**src/rtl/sdr_seq_pkg.sv**
```systemverilog
package sdr_seq_pkg;
  typedef enum logic [2:0] {
    CMD_NOP   = 3'd0,
    CMD_READ  = 3'd1,
    CMD_WRITE = 3'd2,
    CMD_PRE   = 3'd3,
    CMD_BSTOP = 3'd4
  } cmd_e;
endpackage

```
**src/rtl/sdr_mode_reg.sv**
```systemverilog
// Holds burst length (as a wrap mask) and CAS latency between loads.
module sdr_mode_reg #(
  parameter int COL_W = 8,
  parameter int CL_W  = 2
) (
  input  logic             clk,
  input  logic             rst,
  input  logic             load,
  input  logic [2:0]       bl_code,
  input  logic [CL_W-1:0]  cl_code,
  output logic [COL_W-1:0] wrap_mask,
  output logic             full,
  output logic [CL_W-1:0]  cl
);
  logic [COL_W-1:0] mask_d;
  logic             full_d;

  always_comb begin
    full_d = 1'b0;
    unique case (bl_code)
      3'd1:    mask_d = COL_W'(1);
      3'd2:    mask_d = COL_W'(3);
      3'd3:    mask_d = COL_W'(7);
      3'd7: begin
        mask_d = '1;
        full_d = 1'b1;
      end
      default: mask_d = '0;
    endcase
  end

  always_ff @(posedge clk) begin
    if (rst) begin
      wrap_mask <= '0;
      full      <= 1'b0;
      cl        <= CL_W'(2);
    end else if (load) begin
      wrap_mask <= mask_d;
      full      <= full_d;
      cl        <= (cl_code == '0) ? CL_W'(1) : cl_code;
    end
  end
endmodule

```
**src/rtl/sdr_beat_gen.sv**
```systemverilog
// Issues one beat per cycle: column, direction, last-beat flag.
module sdr_beat_gen
  import sdr_seq_pkg::*;
#(
  parameter int COL_W  = 8,
  parameter int BANK_W = 2
) (
  input  logic              clk,
  input  logic              rst,
  input  logic [2:0]        cmd,
  input  logic [BANK_W-1:0] cmd_bank,
  input  logic [COL_W-1:0]  cmd_col,
  input  logic [COL_W-1:0]  wrap_mask,
  input  logic              full,
  output logic              beat_vld,
  output logic              beat_wr,
  output logic [COL_W-1:0]  beat_col,
  output logic              beat_last,
  output logic              act,
  output logic [BANK_W-1:0] bank
);
  logic              act_q, wr_q;
  logic [COL_W-1:0]  base_q, cnt_q;
  logic [BANK_W-1:0] bank_q;

  logic             new_burst, cut;
  logic [COL_W-1:0] base, idx;

  always_comb begin
    new_burst = (cmd == CMD_READ) || (cmd == CMD_WRITE);
    cut       = ((cmd == CMD_PRE) && (cmd_bank == bank_q)) ||
                ((cmd == CMD_BSTOP) && full);
    base      = new_burst ? cmd_col : base_q;
    idx       = new_burst ? '0 : cnt_q;
    beat_vld  = new_burst || (act_q && !cut);
    beat_wr   = new_burst ? (cmd == CMD_WRITE) : wr_q;
    beat_col  = (base & ~wrap_mask) | ((base + idx) & wrap_mask);
    beat_last = beat_vld && !full && (idx == wrap_mask);
  end

  always_ff @(posedge clk) begin
    if (rst) begin
      act_q  <= 1'b0;
      wr_q   <= 1'b0;
      base_q <= '0;
      cnt_q  <= '0;
      bank_q <= '0;
    end else if (beat_vld) begin
      act_q  <= !beat_last;
      wr_q   <= beat_wr;
      base_q <= base;
      cnt_q  <= idx + COL_W'(1);
      if (new_burst) bank_q <= cmd_bank;
    end else begin
      act_q <= 1'b0;
    end
  end

  assign act  = act_q;
  assign bank = bank_q;
endmodule

```
**src/rtl/sdr_read_pipe.sv**
```systemverilog
// Delays read beats by the CAS latency and applies the two-cycle read mask.
module sdr_read_pipe #(
  parameter int COL_W  = 8,
  parameter int MAX_CL = 3,
  parameter int CL_W   = 2
) (
  input  logic             clk,
  input  logic             rst,
  input  logic             issue,
  input  logic [COL_W-1:0] col,
  input  logic [CL_W-1:0]  cl,
  input  logic             dqm,
  output logic             oe,
  output logic [COL_W-1:0] oe_col
);
  localparam int SW = (MAX_CL > 1) ? $clog2(MAX_CL) : 1;

  logic [MAX_CL-1:0] vld_q;
  logic [COL_W-1:0]  col_q [MAX_CL];
  logic [1:0]        mask_q;
  logic [SW-1:0]     sel;

  for (genvar g = 0; g < MAX_CL; g++) begin : g_stage
    if (g == 0) begin : g_head
      always_ff @(posedge clk) begin
        if (rst) vld_q[g] <= 1'b0;
        else     vld_q[g] <= issue;
        col_q[g] <= col;
      end
    end else begin : g_tail
      always_ff @(posedge clk) begin
        if (rst) vld_q[g] <= 1'b0;
        else     vld_q[g] <= vld_q[g-1];
        col_q[g] <= col_q[g-1];
      end
    end
  end

  always_ff @(posedge clk) begin
    if (rst) mask_q <= '0;
    else     mask_q <= {mask_q[0], dqm};
  end

  always_comb begin
    sel    = SW'(cl - CL_W'(1));
    oe     = vld_q[sel] && !mask_q[1];
    oe_col = col_q[sel];
  end
endmodule

```
**src/rtl/sdram_burst_seq.sv**
```systemverilog
module sdram_burst_seq #(
  parameter int COL_W  = 8,
  parameter int BANK_W = 2,
  parameter int MAX_CL = 3,
  parameter int CL_W   = $clog2(MAX_CL + 1)
) (
  input  logic              clk,
  input  logic              rst,
  input  logic              mode_load,
  input  logic [2:0]        mode_bl,
  input  logic [CL_W-1:0]   mode_cl,
  input  logic [2:0]        cmd,
  input  logic [BANK_W-1:0] cmd_bank,
  input  logic [COL_W-1:0]  cmd_col,
  input  logic              dqm,
  output logic [COL_W-1:0]  beat_col,
  output logic              rd_fetch,
  output logic              wr_en,
  output logic              dq_oe,
  output logic [COL_W-1:0]  dq_col,
  output logic              burst_done
);
  logic [COL_W-1:0]  wrap_mask;
  logic              full_pg;
  logic [CL_W-1:0]   cl_q;
  logic              beat_vld, beat_wr, beat_last;
  logic              burst_act;
  logic [BANK_W-1:0] burst_bank;

  sdr_mode_reg #(.COL_W(COL_W), .CL_W(CL_W)) u_mode (
    .clk(clk), .rst(rst), .load(mode_load), .bl_code(mode_bl),
    .cl_code(mode_cl), .wrap_mask(wrap_mask), .full(full_pg), .cl(cl_q)
  );

  sdr_beat_gen #(.COL_W(COL_W), .BANK_W(BANK_W)) u_beat (
    .clk(clk), .rst(rst), .cmd(cmd), .cmd_bank(cmd_bank), .cmd_col(cmd_col),
    .wrap_mask(wrap_mask), .full(full_pg), .beat_vld(beat_vld),
    .beat_wr(beat_wr), .beat_col(beat_col), .beat_last(beat_last),
    .act(burst_act), .bank(burst_bank)
  );

  assign rd_fetch   = beat_vld && !beat_wr;
  assign wr_en      = beat_vld && beat_wr && !dqm;
  assign burst_done = beat_last;

  sdr_read_pipe #(.COL_W(COL_W), .MAX_CL(MAX_CL), .CL_W(CL_W)) u_rpipe (
    .clk(clk), .rst(rst), .issue(rd_fetch), .col(beat_col), .cl(cl_q),
    .dqm(dqm), .oe(dq_oe), .oe_col(dq_col)
  );
endmodule

```
**config.mk**
```make
export PLATFORM = sky130hd
export DESIGN_NAME = sdram_burst_seq
export DESIGN_NICKNAME = d
export VERILOG_FILES = /design/src/rtl/sdr_seq_pkg.sv /design/src/rtl/sdr_mode_reg.sv /design/src/rtl/sdr_beat_gen.sv /design/src/rtl/sdr_read_pipe.sv /design/src/rtl/sdram_burst_seq.sv
export SDC_FILE = /design/constraint.sdc
export NUM_CORES = 1
export LEC_CHECK = 0
export BUFFER_PORTS_ARGS = -buffer_cell sky130_fd_sc_hd__buf_2
export CORE_MARGIN = 2
export CORE_UTILIZATION = 35
export CTS_CLUSTER_SIZE = 25
export DETAILED_ROUTE_END_ITERATION = 10
export PLACE_DENSITY = 0.53
export SYNTH_ARGS = -nofsm -noshare
export SYNTH_HDL_FRONTEND = slang
export SYNTH_SLANG_ARGS = --single-unit
```
**constraint.sdc**
```tcl
create_clock -name clk -period 4.25 [get_ports clk]
set_input_delay 0.2125 -clock clk [delete_from_list [all_inputs] [get_ports clk]]
set_output_delay 0.2125 -clock clk [all_outputs]
set_load 0.02 [all_outputs]
```
==> qor.csv, run 1 <==
metric;value;unit
final setup fails;0;
Worst-Margin Slew;1040;ps
Port Buffers;41;
Synth warnings;0;
Avg Cell Area, Syn;8.45;sq um
minimum clock period;3560;ps
power per cell area;354;nW/um^2
count of cell types in the netlist;56;
Fillers;810;
status;completed;
critical-path cell list;buf_2 -> xor2_1 -> nand2_1 -> and2_1 -> ha_1 -> maj3_1 -> a221oi_1 -> o41ai_2 -> maj3_1 -> xnor2_1 -> a311oi_1 -> buf_2;
CTS clock-pin slew for the worst setup and hold paths;100;ps
initial core utilization;0.360;
async set-reset flop share out of synthesis;0;
share of cells above drive strength 1;0.162;
first-pass GRT wire length;10.2;mm
most common cell after layout, fill and taps aside;dfxtp_1;
CTS buffer count;5;
Post-synth EDFFs;0;
# IOs;42;
GRT Util Overall;0.150;
unrepaired setup endpoints after global routing;no;
Max Slew Vio Count;0;
vias in the first global route;2048;
CP required;4040;ps
Synth Flop Type;dfxtp_1;
largest net degree at the start of global routing;28;
Slowest-stage cell, CP;maj3_1;
Final period util;0.839;
HPWL after DPL;4.70;mm
drt drc;0;
clock net sink count;55;
die width;93.1;um
Final TNS setup;0;ps
hold_buf cts;0;
commonest non-fill, non-tap cells in the layout;dfxtp_1, buf_2, nand2_1;
final hold viol count;0;
syn nets;355;
post-route ant nets;0;
CTS tree;built;
MaxCap Viol Count;0;
Post-CTS Setup Inserts;0;
CP top delay family;adder cells;
initial antenna violation count;0;
worst-path maximum fanout;10;
CP Class;in -> out;
sequential cell area fraction in the yosys report;0.396;
diode count;0;
H-Tree Depth;2;
Nets;384;
clock root buffer;clkbuf_8;
fmax;281;MHz
final core occ;0.405;
maximum root-to-sink buffer count;2;
CP Launch Type;primary input;
CTS resizes;0;
Buf+Inv Stages, Crit Path;2;
vias per cell;5.02;
CP max stage delay;380;ps
num rows;32;
synthesized flop and latch total;55;
WP data arrival;3350;ps
die height;93.1;um
DRT iter0 DRCs;67;
Synth Instances;329;
routed via count;2316;
Rel. slew slack;0.307;
grt total ovfl;0;
Detailed Route WL;6.28;mm
Skew-Pair Late Insertion Delay;310;ps
Total Die Area;8670;sq um
Pleak;1.27;nW
cell area after synthesis;2780;sq um
DR WL/cell;13.6;um
iteration count of the initial detailed-routing pass;4;
VDD IR max;0.126;mV
crit end category;output pin;
Clock Skew;4.20;ps
Area growth syn-to-layout;12.5;%
gpl congestion;0.797;
core box area;7730;sq um
Hold Crit Class;in -> reg;
-- metal layers --
layer | up-vias | share of wire | global-route usage
met5 | - | 0 | 0
met4 | 0 | 0.014 | 0.0515
met3 | 7 | 0.034 | 0.0258
met2 | 34 | 0.44 | 0.227
met1 | 1051 | 0.51 | 0.216
li1 | 1224 | - | -
-- final timing paths --
path	to	startpoint	depth (start not counted)	slack, ps
max	beat_col[5]	cmd[0]	12	690
min	u_mode.cl[0]	mode_cl[1]	2	110
max reg2reg	u_rpipe.col_q[0][5]	u_beat.cnt_q[0]	8	1660
min reg2reg	u_rpipe.col_q[2][7]	u_rpipe.col_q[1][7]	0	360
-- synth_stat cells, types with 3 or more instances --
cell,n,area [sq um]
dfxtp_1,55,1100
nand2_1,37,139
nor2_1,30,113
a21oi_1,27,135
nor2b_1,19,119
clkbuf_1,14,52.6
a211oi_1,12,90.1
mux2i_1,12,120
o21ai_0,10,50.1
xnor2_1,10,87.6
inv_1,9,33.8
xor2_1,8,70.1
nand3_1,7,35.0
buf_2,5,25.0
nand2b_1,5,31.3
nor3_1,5,25.0
or3_1,5,31.3
a311oi_1,4,35.0
ha_1,4,50.1
a211o_1,3,26.3
o211ai_1,3,22.5
-- flip-flops by register name, indices dropped and copies added, names as in the netlist, 2 cells and up --
name              count
u_rpipe.col_q        24
u_beat.base_q         8
u_beat.cnt_q          8
u_mode.wrap_mask      3
u_rpipe.vld_q         3
u_beat.bank           2
u_mode.cl             2
u_rpipe.mask_q        2
-- metrics by stage --
stage,cell area (sq um),hold WS (ps),power [mW],worst slack (ps),instances
floorplan,2780,284,0.753,353,329
global placement,3040,337,0.823,737,453
detailed placement,3040,340,0.826,683,453
CTS,3130,97.7,1.12,678,461
global route,3130,114,1.17,418,461
finish,3130,108,1.11,685,461
-- final cells by class --
type,instances,area (sq um),share of cell area
clock buffers,6,72.6,0.0232
clock inverters,2,16.3,0.00520
inverters,9,33.8,0.0108
multi-input cells,244,1560,0.498
flip-flops and latches,55,1100,0.352
well taps,102,128,0.0408
repair buffers,43,220,0.0704
-- cells by family (layout without fill, tap and decap cells) --
logic type	Yosys count	count (layout)	synth area share
compound gates	78	78	0.192
xor+xnor	19	19	0.0626
fa+ha+maj	6	6	0.0252
buf+inv	30	60	0.0441
flops	55	55	0.396
mux	14	14	0.0513
simple gates	127	127	0.229
-- power breakdown --
part | total [mW] | switching (mW) | internal, mW
Sequential | 0.595 | 0.0356 | 0.560
Combinational | 0.216 | 0.127 | 0.0891
Clock | 0.295 | 0.176 | 0.119
Total | 1.11 | 0.338 | 0.768
(Power assumes the default switching activity.)
==> inputs of run 2 (changes only) <==
--- a/config.mk
+++ b/config.mk
@@ -5,12 +5,13 @@
 export SDC_FILE = /design/constraint.sdc
 export NUM_CORES = 1
 export LEC_CHECK = 0
+export ABC_AREA = 1
 export BUFFER_PORTS_ARGS = -buffer_cell sky130_fd_sc_hd__buf_2
 export CORE_MARGIN = 2
 export CORE_UTILIZATION = 35
 export CTS_CLUSTER_SIZE = 25
 export DETAILED_ROUTE_END_ITERATION = 10
-export PLACE_DENSITY = 0.53
+export PLACE_DENSITY = 0.56
 export SYNTH_ARGS = -nofsm -noshare
 export SYNTH_HDL_FRONTEND = slang
 export SYNTH_SLANG_ARGS = --single-unit
==> constraint.sdc (replaced) <==
create_clock -name clk -period 2.9 [get_ports clk]
set_input_delay 0.145 -clock clk [delete_from_list [all_inputs] [get_ports clk]]
set_output_delay 0.145 -clock clk [all_outputs]
set_load 0.02 [all_outputs]
==> qor.csv, run 2 <==
metric;value;unit
initial antenna violation count;0;
die width;89.2;um
# IOs;42;
CP max stage delay;230;ps
H-Tree Depth;2;
Final TNS setup;0;ps
final core occ;0.412;
minimum clock period;2310;ps
syn nets;362;
clock root buffer;clkbuf_8;
Synth area leader;dfxtp_1;
Synth warnings;0;
sequential cell area fraction in the yosys report;0.433;
CP required;2760;ps
Largest Register;u_rpipe.col_q;
initial core utilization;0.356;
diode count;0;
num rows;31;
VDD IR max;0.188;mV
Skew-Pair Late Insertion Delay;320;ps
share of cells above drive strength 1;0.225;
count of cell types in the netlist;37;
Worst-Margin Slew;516;ps
Post-CTS Setup Inserts;0;
cell area after synthesis;2540;sq um
maximum root-to-sink buffer count;2;
WP data arrival;2160;ps
vias per cell;4.48;
Final period util;0.796;
fin area;2940;sq um
commonest non-fill, non-tap cells in the layout;nand2_1, dfxtp_1, inv_1;
post-synth top area share;0.433;
count leader, synth;nand2_1;
post-route ant nets;0;
gpl congestion;0.799;
CTS tree;built;
DP Area;2850;sq um
Synth Flop Type;dfxtp_1;
final hold viol count;0;
Post-synth EDFFs;0;
biggest regs;u_rpipe.col_q x24, u_beat.base_q x8, u_beat.cnt_q x8;
MaxCap Viol Count;0;
fmax;433;MHz
routed via count;2158;
HPWL after DPL;4.37;mm
CTS clock-pin slew for the worst setup and hold paths;100;ps
die height;89.2;um
fin cells;482;
largest net degree at the start of global routing;23;
Avg Cell Area, Syn;7.56;sq um
final setup fails;0;
unrepaired setup endpoints after global routing;no;
Detailed Route WL;5.54;mm
Port Buffers;41;
Area growth syn-to-layout;15.7;%
Pleak;1.47;nW
synthesized flop and latch total;55;
status;completed;
Synth area leaders;dfxtp_1, nand2_1, inv_1;
core box area;7140;sq um
critical-path cell list;buf_2 -> inv_1 -> nand2_4 -> nand3_4 -> nand2_1 -> nand3_1 -> nand2_1 -> inv_1 -> ha_1 -> inv_1 -> nand2_1 -> nand3_1 -> nand3_1 -> nand3_1 -> nand2_1 -> nand2_1 -> nand3_1 -> nand2_1 -> buf_2;
drt drc;0;
crit end category;output pin;
iteration count of the initial detailed-routing pass;4;
power per cell area;527;nW/um^2
vias in the first global route;2008;
CP Class;in -> out;
CP Launch Type;primary input;
clock net sink count;55;
FF-to-FF path depth;7;
CTS resizes;0;
Nets;408;
first-pass GRT wire length;9.26;mm
Max Slew Vio Count;0;
CTS buffer count;5;
DRT iter0 DRCs;75;
flip-flop count of the largest register after layout;24;
Synth Instances;336;
Total Die Area;7950;sq um
Worst path most repeated cell;nand2_1;
grt total ovfl;0;
worst-path maximum fanout;18;
Rel. slew slack;0.655;
most frequent cells after synthesis;nand2_1, dfxtp_1, inv_1;
async set-reset flop share out of synthesis;0;
Hold Crit Class;in -> reg;
Clock Skew;10.0;ps
most common cell after layout, fill and taps aside;nand2_1;
GRT Util Overall;0.151;
hold_buf cts;0;
hold path cells;3;
placed cells;474;
Slowest-stage cell, CP;nand3_4;
DR WL/cell;11.5;um
run 2: final cells by class:
class | instances | area (sq um)
Fill cell | 776 | 4200
Multi-Input combinational cell | 225 | 1200
Sequential cell | 55 | 1100
Timing Repair Buffer | 44 | 228
Inverter | 51 | 191
Tap cell | 99 | 124
Clock buffer | 5 | 68.8
Clock inverter | 3 | 25.0
run 2: metrics by stage:
| step | total power, mW | setup slack (ps) | hold WS [ps] |
|---|---|---|---|
| final | 1.55 | 592 | 32.2 |
| after global routing | 1.63 | 344 | 35.0 |
| after CTS | 1.57 | 593 | 24.0 |
| after detailed placement | 1.13 | 597 | 338 |
| after global placement | 1.13 | 623 | 333 |
| after floorplan | 1.04 | 729 | 223 |
run 2: worst paths after layout:
check	startpoint	to	slack (ps)
worst max-delay path	cmd[1]	beat_col[6]	590
worst min-delay path	dqm	u_rpipe.mask_q[0]	30
worst max register to register	u_mode.full	u_beat.cnt_q[5]	1130
worst min register to register	u_rpipe.col_q[1][2]	u_rpipe.col_q[2][2]	360
run 2: logic make-up (layout without fill, tap and decap cells):
kind of cell / after synthesis / count (layout) / synth area share
buffers and inverters: 56 / 103 / 0.0936
AOI/OAI and AO/OA: 44 / 44 / 0.109
adders and majority gates: 4 / 4 / 0.0197
DFF: 55 / 55 / 0.433
xor gates and xnor gates: 3 / 3 / 0.0103
and+or+nand+nor: 174 / 174 / 0.334
run 2: worst max-delay path: cells and delay by family:
family / cells / cell delay, ps
buf+inv: 5 / 430
simple gates: 13 / 1400
fa+ha+maj: 1 / 180
run 2: per-layer routing:
layer	GRT usage	wire length [um]
met1	0.196	2690
met2	0.244	2510
met3	0.0406	251
met4	0.0516	94
met5	0	0
run 2: where the power goes:
group / switching, mW / total (mW) / internal, mW
clock network: 0.266 / 0.439 / 0.173
registers: 0.0284 / 0.840 / 0.811
logic: 0.177 / 0.270 / 0.0935
